--- src/rtl/xptr_pkg.sv ---
package xptr_pkg;
   localparam int unsigned SFR_DW   = 8;
   localparam int unsigned SFR_AW   = 8;
   localparam logic [7:0]  A_AUX    = 8'hA2;
   localparam logic [7:0]  A_PTR_HI = 8'h83;
   localparam logic [7:0]  A_PTR_LO = 8'h82;
   localparam int unsigned SEL_POS  = 0;
   localparam int unsigned FLAG_POS = 3;

   typedef enum logic [1:0] {
      OP_NONE = 2'd0,
      OP_BYTE = 2'd1,
      OP_LOAD = 2'd2,
      OP_INCR = 2'd3
   } ptr_op_e;
endpackage

--- src/rtl/xptr_aux.sv ---
module xptr_aux #(
   parameter int unsigned DATA_W   = 8,
   parameter int unsigned SEL_POS  = 0,
   parameter int unsigned FLAG_POS = 3
) (
   input  logic              clk,
   input  logic              rst_n,
   input  logic              wr,
   input  logic              sel_in,
   input  logic              flag_in,
   output logic              sel_q,
   output logic [DATA_W-1:0] rd_val
);
   logic flag_q;

   if (SEL_POS >= DATA_W || FLAG_POS >= DATA_W || SEL_POS == FLAG_POS) begin : g_bad_pos
      $error("xptr_aux: bit positions out of range or overlapping");
   end

   always_ff @(posedge clk or negedge rst_n) begin
      if (!rst_n) begin
         sel_q  <= 1'b0;
         flag_q <= 1'b0;
      end else if (wr) begin
         sel_q  <= sel_in;
         flag_q <= flag_in;
      end
   end

   always_comb begin
      rd_val           = '0;
      rd_val[SEL_POS]  = sel_q;
      rd_val[FLAG_POS] = flag_q;
   end
endmodule

--- src/rtl/xptr_word.sv ---
module xptr_word #(
   parameter int unsigned DATA_W = 8,
   parameter int unsigned PTR_W  = 16
) (
   input  logic              clk,
   input  logic              rst_n,
   input  logic              wr_hi,
   input  logic              wr_lo,
   input  logic [DATA_W-1:0] wdata,
   input  logic              ld,
   input  logic [PTR_W-1:0]  ld_val,
   input  logic              inc,
   output logic [PTR_W-1:0]  q
);
   import xptr_pkg::*;

   ptr_op_e op;

   always_comb begin
      if (wr_hi || wr_lo) op = OP_BYTE;
      else if (ld)        op = OP_LOAD;
      else if (inc)       op = OP_INCR;
      else                op = OP_NONE;
   end

   always_ff @(posedge clk or negedge rst_n) begin
      if (!rst_n) begin
         q <= '0;
      end else begin
         unique case (op)
            OP_BYTE: begin
               if (wr_hi) q[PTR_W-1:DATA_W] <= wdata;
               if (wr_lo) q[DATA_W-1:0]     <= wdata;
            end
            OP_LOAD: q <= ld_val;
            OP_INCR: q <= q + PTR_W'(1);
            default: q <= q;
         endcase
      end
   end
endmodule

--- src/rtl/xptr_bank.sv ---
module xptr_bank #(
   parameter int unsigned DATA_W   = xptr_pkg::SFR_DW,
   parameter int unsigned PTR_W    = 16,
   parameter logic [7:0]  AUX_ADDR = xptr_pkg::A_AUX,
   parameter logic [7:0]  HI_ADDR  = xptr_pkg::A_PTR_HI,
   parameter logic [7:0]  LO_ADDR  = xptr_pkg::A_PTR_LO
) (
   input  logic              clk,
   input  logic              rst_n,
   input  logic [7:0]        sfr_addr,
   input  logic              sfr_wr,
   input  logic [DATA_W-1:0] sfr_wdata,
   output logic [DATA_W-1:0] sfr_rdata,
   input  logic              ld_en,
   input  logic [PTR_W-1:0]  ld_val,
   input  logic              inc_en,
   output logic [PTR_W-1:0]  ext_addr
);
   localparam int unsigned NUM_PTR = 2;

   if (PTR_W != 2 * DATA_W) begin : g_bad_width
      $error("xptr_bank: pointer must be two SFR bytes wide");
   end
   if (AUX_ADDR == HI_ADDR || AUX_ADDR == LO_ADDR || HI_ADDR == LO_ADDR) begin : g_bad_map
      $error("xptr_bank: SFR addresses must differ");
   end

   logic              sel_q;
   logic [DATA_W-1:0] aux_rd;
   logic              hit_aux, hit_hi, hit_lo;
   logic [PTR_W-1:0]  ptr_q [NUM_PTR];

   assign hit_aux = (sfr_addr == AUX_ADDR);
   assign hit_hi  = (sfr_addr == HI_ADDR);
   assign hit_lo  = (sfr_addr == LO_ADDR);

   xptr_aux #(
      .DATA_W  (DATA_W),
      .SEL_POS (xptr_pkg::SEL_POS),
      .FLAG_POS(xptr_pkg::FLAG_POS)
   ) u_aux (
      .clk    (clk),
      .rst_n  (rst_n),
      .wr     (sfr_wr && hit_aux),
      .sel_in (sfr_wdata[xptr_pkg::SEL_POS]),
      .flag_in(sfr_wdata[xptr_pkg::FLAG_POS]),
      .sel_q  (sel_q),
      .rd_val (aux_rd)
   );

   for (genvar i = 0; i < NUM_PTR; i++) begin : g_ptr
      logic act;
      assign act = (sel_q == 1'(i));
      xptr_word #(
         .DATA_W(DATA_W),
         .PTR_W (PTR_W)
      ) u_word (
         .clk   (clk),
         .rst_n (rst_n),
         .wr_hi (act && sfr_wr && hit_hi),
         .wr_lo (act && sfr_wr && hit_lo),
         .wdata (sfr_wdata),
         .ld    (act && ld_en),
         .ld_val(ld_val),
         .inc   (act && inc_en),
         .q     (ptr_q[i])
      );
   end

   assign ext_addr = ptr_q[sel_q];

   always_comb begin
      if (hit_aux)     sfr_rdata = aux_rd;
      else if (hit_hi) sfr_rdata = ext_addr[PTR_W-1:DATA_W];
      else if (hit_lo) sfr_rdata = ext_addr[DATA_W-1:0];
      else             sfr_rdata = '0;
   end
endmodule

--- config.mk ---
export PLATFORM = sky130hd
export DESIGN_NAME = xptr_bank
export DESIGN_NICKNAME = d
export VERILOG_FILES = /design/src/rtl/xptr_pkg.sv /design/src/rtl/xptr_aux.sv /design/src/rtl/xptr_word.sv /design/src/rtl/xptr_bank.sv
export SDC_FILE = /design/constraint.sdc
export NUM_CORES = 1
export LEC_CHECK = 0
export CORE_ASPECT_RATIO = 1.1
export CORE_MARGIN = 2
export CORE_UTILIZATION = 52
export CTS_CLUSTER_SIZE = 16
export DETAILED_ROUTE_END_ITERATION = 8
export PLACE_DENSITY = 0.78
export SYNTH_ARGS = -nofsm -noshare
export SYNTH_HDL_FRONTEND = slang
export SYNTH_SLANG_ARGS = --single-unit
--- constraint.sdc ---
create_clock -name clk -period 2.2 [get_ports clk]
set_input_delay 0.44 -clock clk [delete_from_list [all_inputs] [get_ports clk]]
set_output_delay 0.44 -clock clk [all_outputs]
set_load 0.01 [all_outputs]
# --- Word level (Yosys, flattened, before mapping) ---
# Index checks and enable logic that the tools add are counted.
totals:
  regBits: 34
  in_bits: 37
classes:
  addsub: 2
  magnitude_cmp: 1
  eq_ne: 13
  muxes: 18
  n_bitwise: 2
  n_reduce_logical: 19
ops:
  columns: ["cell", "count"]
  rows:
  - ["16-bit case mux with 3 select lines", 2]
  - ["8-bit 2-to-1 mux", 7]
  - ["16-bit 2-to-1 mux", 3]
  - ["16-bit by 1-bit adder with 16-bit output (second input constant)", 2]
  - ["8-bit equality test (second input constant)", 3]
  - ["2-bit 2-to-1 mux", 6]
  - ["1-bit logical AND", 11]
  - ["2-bit equality test (second input constant)", 4]
  - ["2-bit by 1-bit inequality test with 1-bit output (second input constant)", 4]
  - ["2-bit AND reduction", 4]
  - ["3-bit nonzero test", 2]
  - ["2-bit by 1-bit equality test with 1-bit output (second input constant)", 2]
  - ["2-bit >= comparator (second input constant)", 1]
  - ["1-bit logical OR", 2]
  - ["1-bit inverter with 2-bit output", 1]
  - ["1-bit inverter", 1]

# --- Longest topological paths before layout ---
# Gate-level depths: netlist of the first run.
logic_depth:
  word_depth: 8
  mapped_depth: 7

# --- Hierarchy ---
# A second synthesis of the first run with hierarchy kept.
unflattened:
  hier_cells: 348
  area_unflattened_um2: 3009.1
by_module_without_submodules:
  columns: ["mod", "instances", "cells_each", "area_each_um2", "seq_area_each_um2"]
  rows:
  - ["xptr_word", 2, 137, 1188.6, 400.4]
  - ["xptr_bank", 1, 61, 495.5, 0.0]
  - ["xptr_aux", 1, 13, 136.4, 50.0]

# --- Least setup slack after synthesis of the first run ---
# OpenSTA, ideal clock, no wires.
synth_timing:
  path_kind: "register to output"
  from: "reg u_aux.sel_q"
  to: "out sfr_rdata[4]"
  t_arrival_ps: 1651
  required_time_ps: 1760
  slack_ps: 109
  stages_incl_launch_ff: 7
  path_cell_list: "dfrtp_1 buf_2 buf_1 buf_2 o21ai_0 nor2_1 nor3_1"
synth_lines:
  columns: ["item", "line", "text"]
  rows:
  - ["from (decl)", "xptr_aux.sv:11", "output logic sel_q,"]
  - ["from (signal assigned)", "xptr_aux.sv:25", "sel_q <= sel_in;"]
  - ["1-bit inverter with 2-bit output (implied by the code)", "xptr_bank.sv:70", "assign ext_addr = ptr_q[sel_q];"]
  - ["16-bit 2-to-1 mux (implied by the code) (3 in a row)", "xptr_bank.sv:70", null]
  - ["via ext_addr[12]", "xptr_bank.sv:17", "output logic [PTR_W-1:0] ext_addr"]
  - ["8-bit 2-to-1 mux", "xptr_bank.sv:74", "else if (hit_hi) sfr_rdata = ext_addr[PTR_W-1:DATA_W];"]
  - ["8-bit 2-to-1 mux", "xptr_bank.sv:73", "if (hit_aux) sfr_rdata = aux_rd;"]
  - ["to (decl)", "xptr_bank.sv:13", "output logic [DATA_W-1:0] sfr_rdata,"]
# The timed path passes the listed nets, and every way through them passes these cells. The select of a mux whose other input is x is not followed.

# --- Worst setup path after layout of the first run ---
layout_timing:
  from: "in sfr_addr[3]"
  to: "reg g_ptr[0].u_word.q[10]"
layout_between:
  elab_chain_cells: 7
layout_lines:
  columns: ["item", "line", "text"]
  rows:
  - ["from (decl)", "xptr_bank.sv:10", "input logic [7:0] sfr_addr,"]
  - ["8-bit equality test, on equally long branches", "xptr_bank.sv:34, xptr_bank.sv:35", null]
  - ["1-bit logical AND, on equally long branches", "xptr_bank.sv:60, xptr_bank.sv:61", null]
  - ["1-bit logical OR", "xptr_word.sv:20", "if (wr_hi || wr_lo) op = OP_BYTE;"]
  - ["2-bit 2-to-1 mux", "xptr_word.sv:20", null]
  - ["2-bit by 1-bit equality test with 1-bit output / 2-bit equality test (equally long branches)", "xptr_word.sv:30", "unique case (op)"]
  - ["2-bit by 1-bit inequality test with 1-bit output (no line) / 3-bit nonzero test (equally long branches)", null, null]
  - ["2-bit AND reduction (no line)", null, null]
  - ["to (signal, indexed assignment)", "xptr_word.sv:32", "if (wr_hi) q[PTR_W-1:DATA_W] <= wdata;"]
  - ["to (signal, indexed assignment)", "xptr_word.sv:33", "if (wr_lo) q[DATA_W-1:0] <= wdata;"]
  - ["to (signal assigned)", "xptr_word.sv:35", "OP_LOAD: q <= ld_val;"]
  - ["to (decl)", "xptr_word.sv:13", "output logic [PTR_W-1:0] q"]
# Several ways; a longest one is shown, not always the timed one.
# A chain may end at the register's enable or synchronous reset.

==> flow_metrics.py, run 1 <==
metrics = {
    "logic_synthesis": {
        "synth_top_family_by_area": "compound AO/OA/AOI/OAI gates",
        "yosysWarnings": 0,
        "yosys.area.top_type": "dfrtp_1",
        "synth_fp_nets": 392,
        "synth_flop_cell": "dfrtp_1",
        "async_reset_ff_share_pct": 100.0,
        "synth_most_common_cell": "nor2_1",
        "seq_area_frac_synth_pct": 29.50,
        "avgSynthCellArea_um2": 8.170,
        "synth_seq_cells": 34,
        "syn_inst": 353,
        "synthXorXnorAreaFrac_pct": 1.518,
        "synth_area_um2": 2884,
        "synth_edf_count": 0,
        "synth_compound_area_share_pct": 32.36,
        "synth_top_area_share_pct": 29.50,
        "ys_types": 69,
        "synthMuxAreaShare_pct": 7.939,
        "yosys.area_share.simple_pct": 22.99,
        "synth-adder-area-share_pct": 0.8677,
        "synth_commonest_cells": "36 x nor2_1, 35 x nand2_1, 34 x dfrtp_1",
        "yosys-top-cells-area": "dfrtp_1 30%, mux2_2 5.9%, o21ai_0 5.0%",
    },
    "floorplanning": {
        "num_rows": 28,
        "initial_core_util_pct": 53.80,
        "io_pins": 61,
        "core_area_um2": 5360,
        "design.die.area_um2": 6158,
        "dieWidth_um": 75.01,
        "die_h_um": 82.11,
    },
    "power": {
        "p_int_w": 0.001514,
        "seq_power_share_pct": 38.7,
        "pwr_density_cell_nw_per_um2": 551.3,
        "swShare_pct": 36.82,
        "ir_drop_mv": 0.3554,
        "leakage_nw": 1.899,
        "pwr-share-clk_pct": 24.7,
        "comb_power_share_pct": 36.5,
        "switching_power_w": 0.0008821,
    },
    "final_layout": {
        "layout-drive-gt1-share_pct": 30.64,
        "syn_to_final_growth_pct": 50.67,
        "final_util_pct": 81.07,
        "diodes": 0,
        "final_nets": 521,
    },
    "clock_network": {
        "cts_buffer_depth": 2,
        "path_clk_slew_ns": 0.08,
        "root_buffer": "clkbuf_8",
        "ctsHoldBuffers": 0,
        "clkLatencyLatePin_ns": 0.30,
        "htree_levels": 2,
        "cts_inserted_buffers": 5,
        "cts_tree": "done",
        "clock_sinks": 34,
    },
    "drt": {
        "avgViaCountPerCell": 6.681,
        "first_pass_iters": 6,
        "finalWirelength_mm": 11.43,
        "drcViolationCount": 0,
        "antenna_left": 0,
        "via_count": 3728,
        "wl_per_cell_um": 20.49,
        "drt_iter0_markers": 559,
    },
    "sta": {
        "tightest_slew_ns": 0.6210,
        "fmax_mhz": 442.4,
        "slew_headroom_pct": 58.28,
        "tns_ns": -0.08973,
        "layout_min_cycle_time_ns": 2.260,
        "setup_violations": 2,
        "slew_violations": 0,
        "post-route-period-util_pct": 102.7,
        "finalWorstSetupSlack_ns": -0.06041,
        "fin_skew_ns": 0.006552,
        "rsz0062_at_grt": "yes",
        "hold_violations": 0,
    },
    "outcome": {
        "violations": "negative setup slack",
        "status": "finished, violations left",
    },
    "global_route": {
        "grt_max_degree": 35,
        "grt_pass1_vias": 3531,
        "grt_antenna_before_repair": 0,
        "grt_overflow_total": 0,
        "grt_util_all_layers_pct": 37.82,
        "grt_first_pass_wirelength_mm": 17.42,
    },
    "critical_path": {
        "cp.arrival_ns": 2.45,
        "startpoint_type": "primary input",
        "path_class": "primary input to register",
        "crit_path_max_fanout": 5,
        "worstPathRequired_ns": 2.39,
        "endpoint_kind": "register",
    },
    "placement": {
        "port_buffers": 60,
        "dp_hpwl_mm": 8.426,
        "gp_congestion": 0.9585,
    },
    "worst_hold_path": {
        "worstHoldPathType": "register to register",
    },
    "job": {
        "cap_violations": 0,
    },
}
cells by family (layout without fill, tap and decap cells):
logic type      Yosys count  in the layout
compound gates          132            132
simple gates            129            129
flops                    34             34
buf+inv                  30            160
mux                      21             21
xor+xnor                  5              5
fa+ha+maj                 2              2
worst max-delay path, stage by stage:
cell           delay, ns
dlygate4sd2_1       0.26
or4b_4              0.57
bufbuf_16           0.29
nor4_1              0.41
a21oi_2             0.10
o21a_1              0.21
o22a_1              0.17
path summary, 6_finish.rpt:
check	from	end	slack, ns	depth (start not counted)
max	sfr_addr[3]	g_ptr[0].u_word.q[10]$_DFFE_PN0P_	-0.06	7
min	u_aux.flag_q$_DFFE_PN0P_	u_aux.flag_q$_DFFE_PN0P_	0.51	1
min reg2reg	u_aux.flag_q$_DFFE_PN0P_	u_aux.flag_q$_DFFE_PN0P_	0.51	1
min in group asynchronous	rst_n	u_aux.flag_q$_DFFE_PN0P_	0.58	2
max in group asynchronous	rst_n	u_aux.sel_q$_DFFE_PN0P_	1.27	2
max reg2reg	u_aux.sel_q$_DFFE_PN0P_	g_ptr[1].u_word.q[9]$_DFFE_PN0P_	0.21	7
placed cells by master (no fill, tap or decap), drive strengths merged, types with 3 or more instances in the layout:
cell type and n:
buf 89, nand2 36, nor2 36, clkdlybuf4s50 34, dfrtp 34, o21ai 32
a21oi 24, mux2 15, a22oi 12, inv 11, dlygate4sd2 11, nor3 10
nand3 9, nand4 8, nor4 8, a31oi 7, a22o 7, o22ai 7
mux2i 6, clkbuf 5, a221oi 5, xnor2 4, dlymetal6s2s 4, and4 3
o22a 3, o31a 3, o31ai 3, a211o 3, o211ai 3, o21a 3
o221ai 3, clkinv 3
cell type report:
type	count	area [µm²]
clock buffers	5	68.82
multi-input cells	289	2023
fillers	337	1015
repair buffers	140	1222
well taps	75	93.84
clock inverters	3	40.04
inverters	12	45.04
flip-flops and latches	34	852.1
state kept, by name (all words and copies together), names as in the netlist:
name            cells
g_ptr.u_word.q     32
u_aux.flag_q        1
u_aux.sel_q         1
per-stage QoR:
step                area (µm²)  hold WS, ns  setup slack (ns)  instances  total power (W)
global route              4345       0.5357          -0.07536        558         0.002496
floorplan                 2884       0.1444            0.1089        353         0.001304
finish                    4345       0.5143          -0.06041        558         0.002396
CTS                       4293       0.5172           -0.1079        558         0.002351
detailed placement        4045       0.4998           -0.6702        543         0.001752
global placement          4045       0.4938           -0.6594        543         0.001725
power by group through the flow:
stage | registers [W] | logic, W | clock network [W]
2_1_floorplan | 0.000845 | 0.000459 | 0
5_1_grt | 0.000941 | 0.000939 | 0.000616
6_report | 0.000928 | 0.000876 | 0.000592
3_3_place_gp | 0.000919 | 0.000806 | 0
3_5_place_dp | 0.000927 | 0.000825 | 0
4_1_cts | 0.000915 | 0.000845 | 0.000592
layer usage:
layer	routed length (µm)	track usage (%)	part of all wire, %	vias up
met4	596	19.46	5.2	0
li1	-	-	-	1620
met2	5362	61.14	47	303
met1	4246	46.43	37	1735
met3	1225	9.223	11	70
met5	0	0	0	-
timing repair:
action / 4_1_cts / 5_1_grt
cloned: 1 / 0
endpoints found under the setup margin: 49 / 26
endpoints found under the hold margin: 0 / 0
pin swaps: 8 / 6
gates resized for setup: 68 / 21
setup buffers: 6 / 0
Note: power is estimated with default switching activity, not from simulation.
==> run 2, diff against run 1 <==
- CORE_UTILIZATION: 52 -> 50
- PLACE_DENSITY: 0.78 -> 0.76
- REMOVE_ABC_BUFFERS: default -> 1
- clock period: 2.2 -> 2.7 ns (I/O delays scaled with it)
==> flow_metrics.py, run 2 (synthesized netlist as in run 1, its figures left out) <==
metrics = {
    "outcome": {
        "status": "completed",
    },
    "drt": {
        "first_pass_iters": 7,
        "via_count": 3392,
        "avgViaCountPerCell": 6.536,
        "drcViolationCount": 0,
        "finalWirelength_mm": 10.90,
        "drt_iter0_markers": 282,
        "antenna_left": 0,
        "wl_per_cell_um": 21.00,
    },
    "clock_network": {
        "ctsHoldBuffers": 0,
        "cts_tree": "done",
        "clock_sinks": 34,
        "postCtsSetupBuffers": 0,
        "cts_buffer_depth": 2,
        "root_buffer": "clkbuf_8",
        "cts_inserted_buffers": 5,
        "path_clk_slew_ns": 0.07,
        "clkLatencyLatePin_ns": 0.30,
        "htree_levels": 2,
    },
    "global_route": {
        "grt_first_pass_wirelength_mm": 17.28,
        "grt_max_degree": 35,
        "grt_pass1_vias": 3343,
        "grt_overflow_total": 0,
        "grt_antenna_before_repair": 0,
        "grt_util_all_layers_pct": 34.59,
    },
    "worst_hold_path": {
        "min_path_cells": 1,
        "worstHoldPathType": "register to register",
        "holdPathEnd": "u_aux.flag_q$_DFFE_PN0P_",
        "worstHoldStart": "u_aux.flag_q$_DFFE_PN0P_",
    },
    "critical_path": {
        "cp.arrival_ns": 2.11,
        "r2r_cells": 7,
        "endpoint_kind": "output pin",
        "worstPathRequired_ns": 2.16,
        "startpoint_type": "primary input",
        "path_class": "primary input to output pin",
        "reg2reg_slack_ns": 0.37,
        "crit_path_max_fanout": 7,
        "rr_startpoint": "u_aux.sel_q$_DFFE_PN0P_",
        "r2r_end": "g_ptr[1].u_word.q[9]$_DFFE_PN0P_",
    },
    "final_layout": {
        "reg_top3": "g_ptr.u_word.q: 32 flops, u_aux.flag_q: 1 flops, u_aux.sel_q: 1 flops",
        "layout-drive-gt1-share_pct": 19.46,
        "fin_cells": 519,
        "final_common_cell": "clkdlybuf4s50_1",
        "final_nets": 480,
        "largest_reg_flops": 32,
        "diodes": 0,
        "mostFrequentLayoutCells": "52 x clkdlybuf4s50_1, 37 x buf_4, 36 x nor2_1",
        "largest-register": "g_ptr.u_word.q",
        "syn_to_final_growth_pct": 34.88,
    },
    "floorplanning": {
        "dieWidth_um": 76.42,
        "core_area_um2": 5660,
        "initial_core_util_pct": 50.95,
        "die_h_um": 83.66,
        "design.die.area_um2": 6393,
        "num_rows": 29,
        "io_pins": 61,
    },
    "placement": {
        "dp_hpwl_mm": 8.297,
        "placed_cells": 511,
        "port_buffers": 60,
        "gp_congestion": 0.9451,
    },
    "power": {
        "leakage_nw": 1.532,
        "p_total_w": 0.001780,
        "ir_drop_mv": 0.2358,
        "pwr_density_cell_nw_per_um2": 457.6,
    },
    "sta": {
        "setup_violations": 0,
        "post-route-period-util_pct": 98.08,
        "layout_min_cycle_time_ns": 2.648,
        "fin_skew_ns": 0.008733,
        "tns_ns": 0,
        "rsz0062_at_grt": "no",
        "fmax_mhz": 377.6,
        "slew_violations": 0,
        "slew_headroom_pct": 48.17,
        "hold_violations": 0,
        "tightest_slew_ns": 0.7774,
    },
    "job": {
        "cap_violations": 0,
    },
}
## run 2: power breakdown
group	leakage [nW]	internal, W	switching, W
logic	1.06	0.000307	0.000303
registers	0.419	0.000601	0.000160
clock network	0.0482	0.000206	0.000204
total	1.53	0.00111	0.000666
## run 2: critical path, stage by stage
cell,delay [ns]
clkdlybuf4s50_1,0.46
nor4bb_2,0.27
buf_4,0.16
nand3_1,0.07
buf_4,0.18
nor3_1,0.25
clkbuf_2,0.18
## run 2: per-stage QoR
step           utilization [%]  area (µm²)  setup slack (ns)  hold slack (ns)
3_5_place_dp             67.22        3805           -0.3652           0.5019
6_report                 68.72        3890           0.05176           0.5144
2_1_floorplan                -        2790            0.1581           0.2444
5_1_grt                  68.72        3890          0.006172           0.5271
3_3_place_gp             67.22        3805           -0.3048           0.4911
4_1_cts                  69.03        3908         -0.004877           0.5183
## run 2: what timing repair did
| item | in CTS | in global routing |
|---|---|---|
| endpoints found under the setup margin | 8 | 7 |
| gates resized for setup | 23 | 6 |
| pin swaps | 0 | 1 |
## run 2: worst max path at each step
stage	from	endpoint	slack [ns]	cells past startpoint
6_report	sfr_addr[7]	sfr_rdata[6]	0.05	7
3_3_place_gp	sfr_addr[1]	sfr_rdata[4]	-0.30	7
4_1_cts	sfr_addr[1]	sfr_rdata[2]	-0.005	7
2_1_floorplan	sfr_addr[1]	sfr_rdata[1]	0.16	3
5_1_grt	sfr_addr[7]	sfr_rdata[0]	0.006	7
3_5_place_dp	sfr_addr[1]	sfr_rdata[5]	-0.37	7
## run 2: final cells by class
class                   count  area [µm²]
well taps                  77       96.34
multi-input cells         289        1916
flip-flops and latches     34       850.8
clock inverters             1       5.005
inverters                  12       45.04
clock buffers               7       86.33
repair buffers             99       890.9
fillers                   490        1770
## run 2: layer usage
metal  vias up  track usage [%]  share of wire (%)
met5         -                0                  0
met4         0            15.21                3.2
met3        33            5.303                8.3
met2       219            57.12                 48
met1      1606            44.90                 41
li1       1534                -                  -
==> run 3, diff against run 2 <==
- CORE_MARGIN: 2 -> 1
==> flow_metrics.py, run 3 (synthesized netlist as in run 1, its figures left out) <==
metrics = {
    "final_layout": {
        "layout-drive-gt1-share_pct": 20.18,
        "largest_reg_flops": 32,
        "reg_top3": "g_ptr.u_word.q: 32 flops, u_aux.flag_q: 1 flops, u_aux.sel_q: 1 flops",
        "n_fill_cell": 479,
        "final_util_pct": 71.73,
        "final_nets": 479,
        "final_common_cell": "clkdlybuf4s50_1",
        "diodes": 0,
        "fin_cells": 516,
        "largest-register": "g_ptr.u_word.q",
        "mostFrequentLayoutCells": "50 x clkdlybuf4s50_1, 35 x nand2_1, 35 x nor2_1, 35 x buf_4, 34 x dfrtp_1",
        "syn_to_final_growth_pct": 35.92,
    },
    "drt": {
        "finalWirelength_mm": 10.44,
        "via_count": 3420,
        "drt_iter0_markers": 419,
        "antenna_left": 0,
        "avgViaCountPerCell": 6.628,
        "first_pass_iters": 5,
        "wl_per_cell_um": 20.23,
        "drcViolationCount": 0,
    },
    "clock_network": {
        "cts_buffer_depth": 2,
        "ctsHoldBuffers": 0,
        "htree_levels": 2,
        "cts_inserted_buffers": 5,
        "clock_sinks": 34,
        "path_clk_slew_ns": 0.07,
        "cts_tree": "done",
        "clkLatencyLatePin_ns": 0.29,
        "root_buffer": "clkbuf_8",
    },
    "worst_hold_path": {
        "min_path_cells": 1,
        "worstHoldStart": "g_ptr[0].u_word.q[15]$_DFFE_PN0P_",
        "worstHoldPathType": "register to register",
        "holdPathEnd": "g_ptr[0].u_word.q[15]$_DFFE_PN0P_",
    },
    "sta": {
        "slew_violations": 0,
        "layout_min_cycle_time_ns": 2.657,
        "tightest_slew_ns": 0.7843,
        "fmax_mhz": 376.4,
        "slew_headroom_pct": 47.71,
        "post-route-period-util_pct": 98.41,
        "tns_ns": 0,
        "fin_skew_ns": 0.005533,
        "setup_violations": 0,
        "hold_violations": 0,
        "whs_ns": 0.5326,
    },
    "global_route": {
        "grt_util_all_layers_pct": 35.77,
        "grt_antenna_before_repair": 0,
        "grt_first_pass_wirelength_mm": 16.13,
        "grt_max_degree": 37,
        "grt_overflow_total": 0,
        "grt_pass1_vias": 3141,
    },
    "floorplanning": {
        "dieWidth_um": 74.42,
        "die_h_um": 81.66,
        "initial_core_util_pct": 52.77,
        "num_rows": 28,
        "io_pins": 61,
        "core_area_um2": 5465,
        "design.die.area_um2": 6076,
    },
    "placement": {
        "port_buffers": 60,
        "gp_congestion": 0.9336,
        "placed_cells": 506,
        "dp_hpwl_mm": 8.064,
    },
    "power": {
        "p_total_w": 0.001767,
        "ir_drop_mv": 0.2736,
        "pwr_density_cell_nw_per_um2": 450.8,
        "leakage_nw": 1.551,
    },
    "critical_path": {
        "crit_path_max_fanout": 3,
        "cp.arrival_ns": 2.12,
        "startpoint_type": "primary input",
        "endpoint_kind": "output pin",
        "r2r_cells": 7,
        "reg2reg_slack_ns": 0.41,
        "rr_startpoint": "u_aux.sel_q$_DFFE_PN0P_",
        "path_class": "primary input to output pin",
        "worstPathRequired_ns": 2.16,
        "r2r_end": "g_ptr[1].u_word.q[9]$_DFFE_PN0P_",
    },
    "job": {
        "cap_violations": 0,
    },
    "outcome": {
        "status": "completed",
    },
}
-- run 3: what timing repair did --
| action | in CTS | in global routing |
|---|---|---|
| pin swaps | 2 | 1 |
| setup buffers | 2 | 0 |
| setup endpoints to repair | 8 | 5 |
| resized for setup | 28 | 9 |
-- run 3: critical path: stages --
cell             delay [ns]
clkdlybuf4s50_1        0.48
nor4bb_4               0.31
buf_4                  0.17
nand3_4                0.09
buf_4                  0.17
nor3_2                 0.20
buf_2                  0.16
-- run 3: area by class of cell --
type                       count  area [µm²]  share of cell area [%]
clock buffer                   7       86.33                   2.202
tap                           75       93.84                   2.394
clock inverter                 1       5.005                  0.1277
timing repair buffer          98       883.3                   22.53
inverter                      12       45.04                   1.149
sequential                    34       850.8                   21.70
multi-input combinational    289        1956                   49.89
-- run 3: power breakdown --
part | switching (W) | internal [W] | leakage (nW) | total (W)
Combinational | 0.000303 | 0.000308 | 1.08 | 0.000610
Sequential | 0.000160 | 0.000602 | 0.419 | 0.000761
Clock | 0.000190 | 0.000206 | 0.0482 | 0.000395
-- run 3: how the worst max path moves through the flow --
stage               cells after the start           end        start  slack, ns
floorplan                               3  sfr_rdata[1]  sfr_addr[1]       0.16
global placement                        6  sfr_rdata[6]  sfr_addr[1]      -0.37
detailed placement                      6  sfr_rdata[6]  sfr_addr[1]      -0.47
CTS                                     7  sfr_rdata[7]  sfr_addr[1]      0.004
global route                            7  sfr_rdata[4]  sfr_addr[7]      -0.03
finish                                  7  sfr_rdata[4]  sfr_addr[7]       0.04
-- run 3: per-stage QoR --
step	setup slack [ns]	cell area [µm²]
after global placement	-0.3665	3780
after detailed placement	-0.4714	3780
final	0.04294	3920
after global routing	-0.02600	3920
after CTS	0.004001	3886
after floorplan	0.1581	2790
-- run 3: metal layers --
metal | wire length [µm] | track usage, %
met5 | 0 | 0
met4 | 456 | 16.23
met3 | 1020 | 5.276
met2 | 4779 | 57.75
met1 | 4184 | 46.83
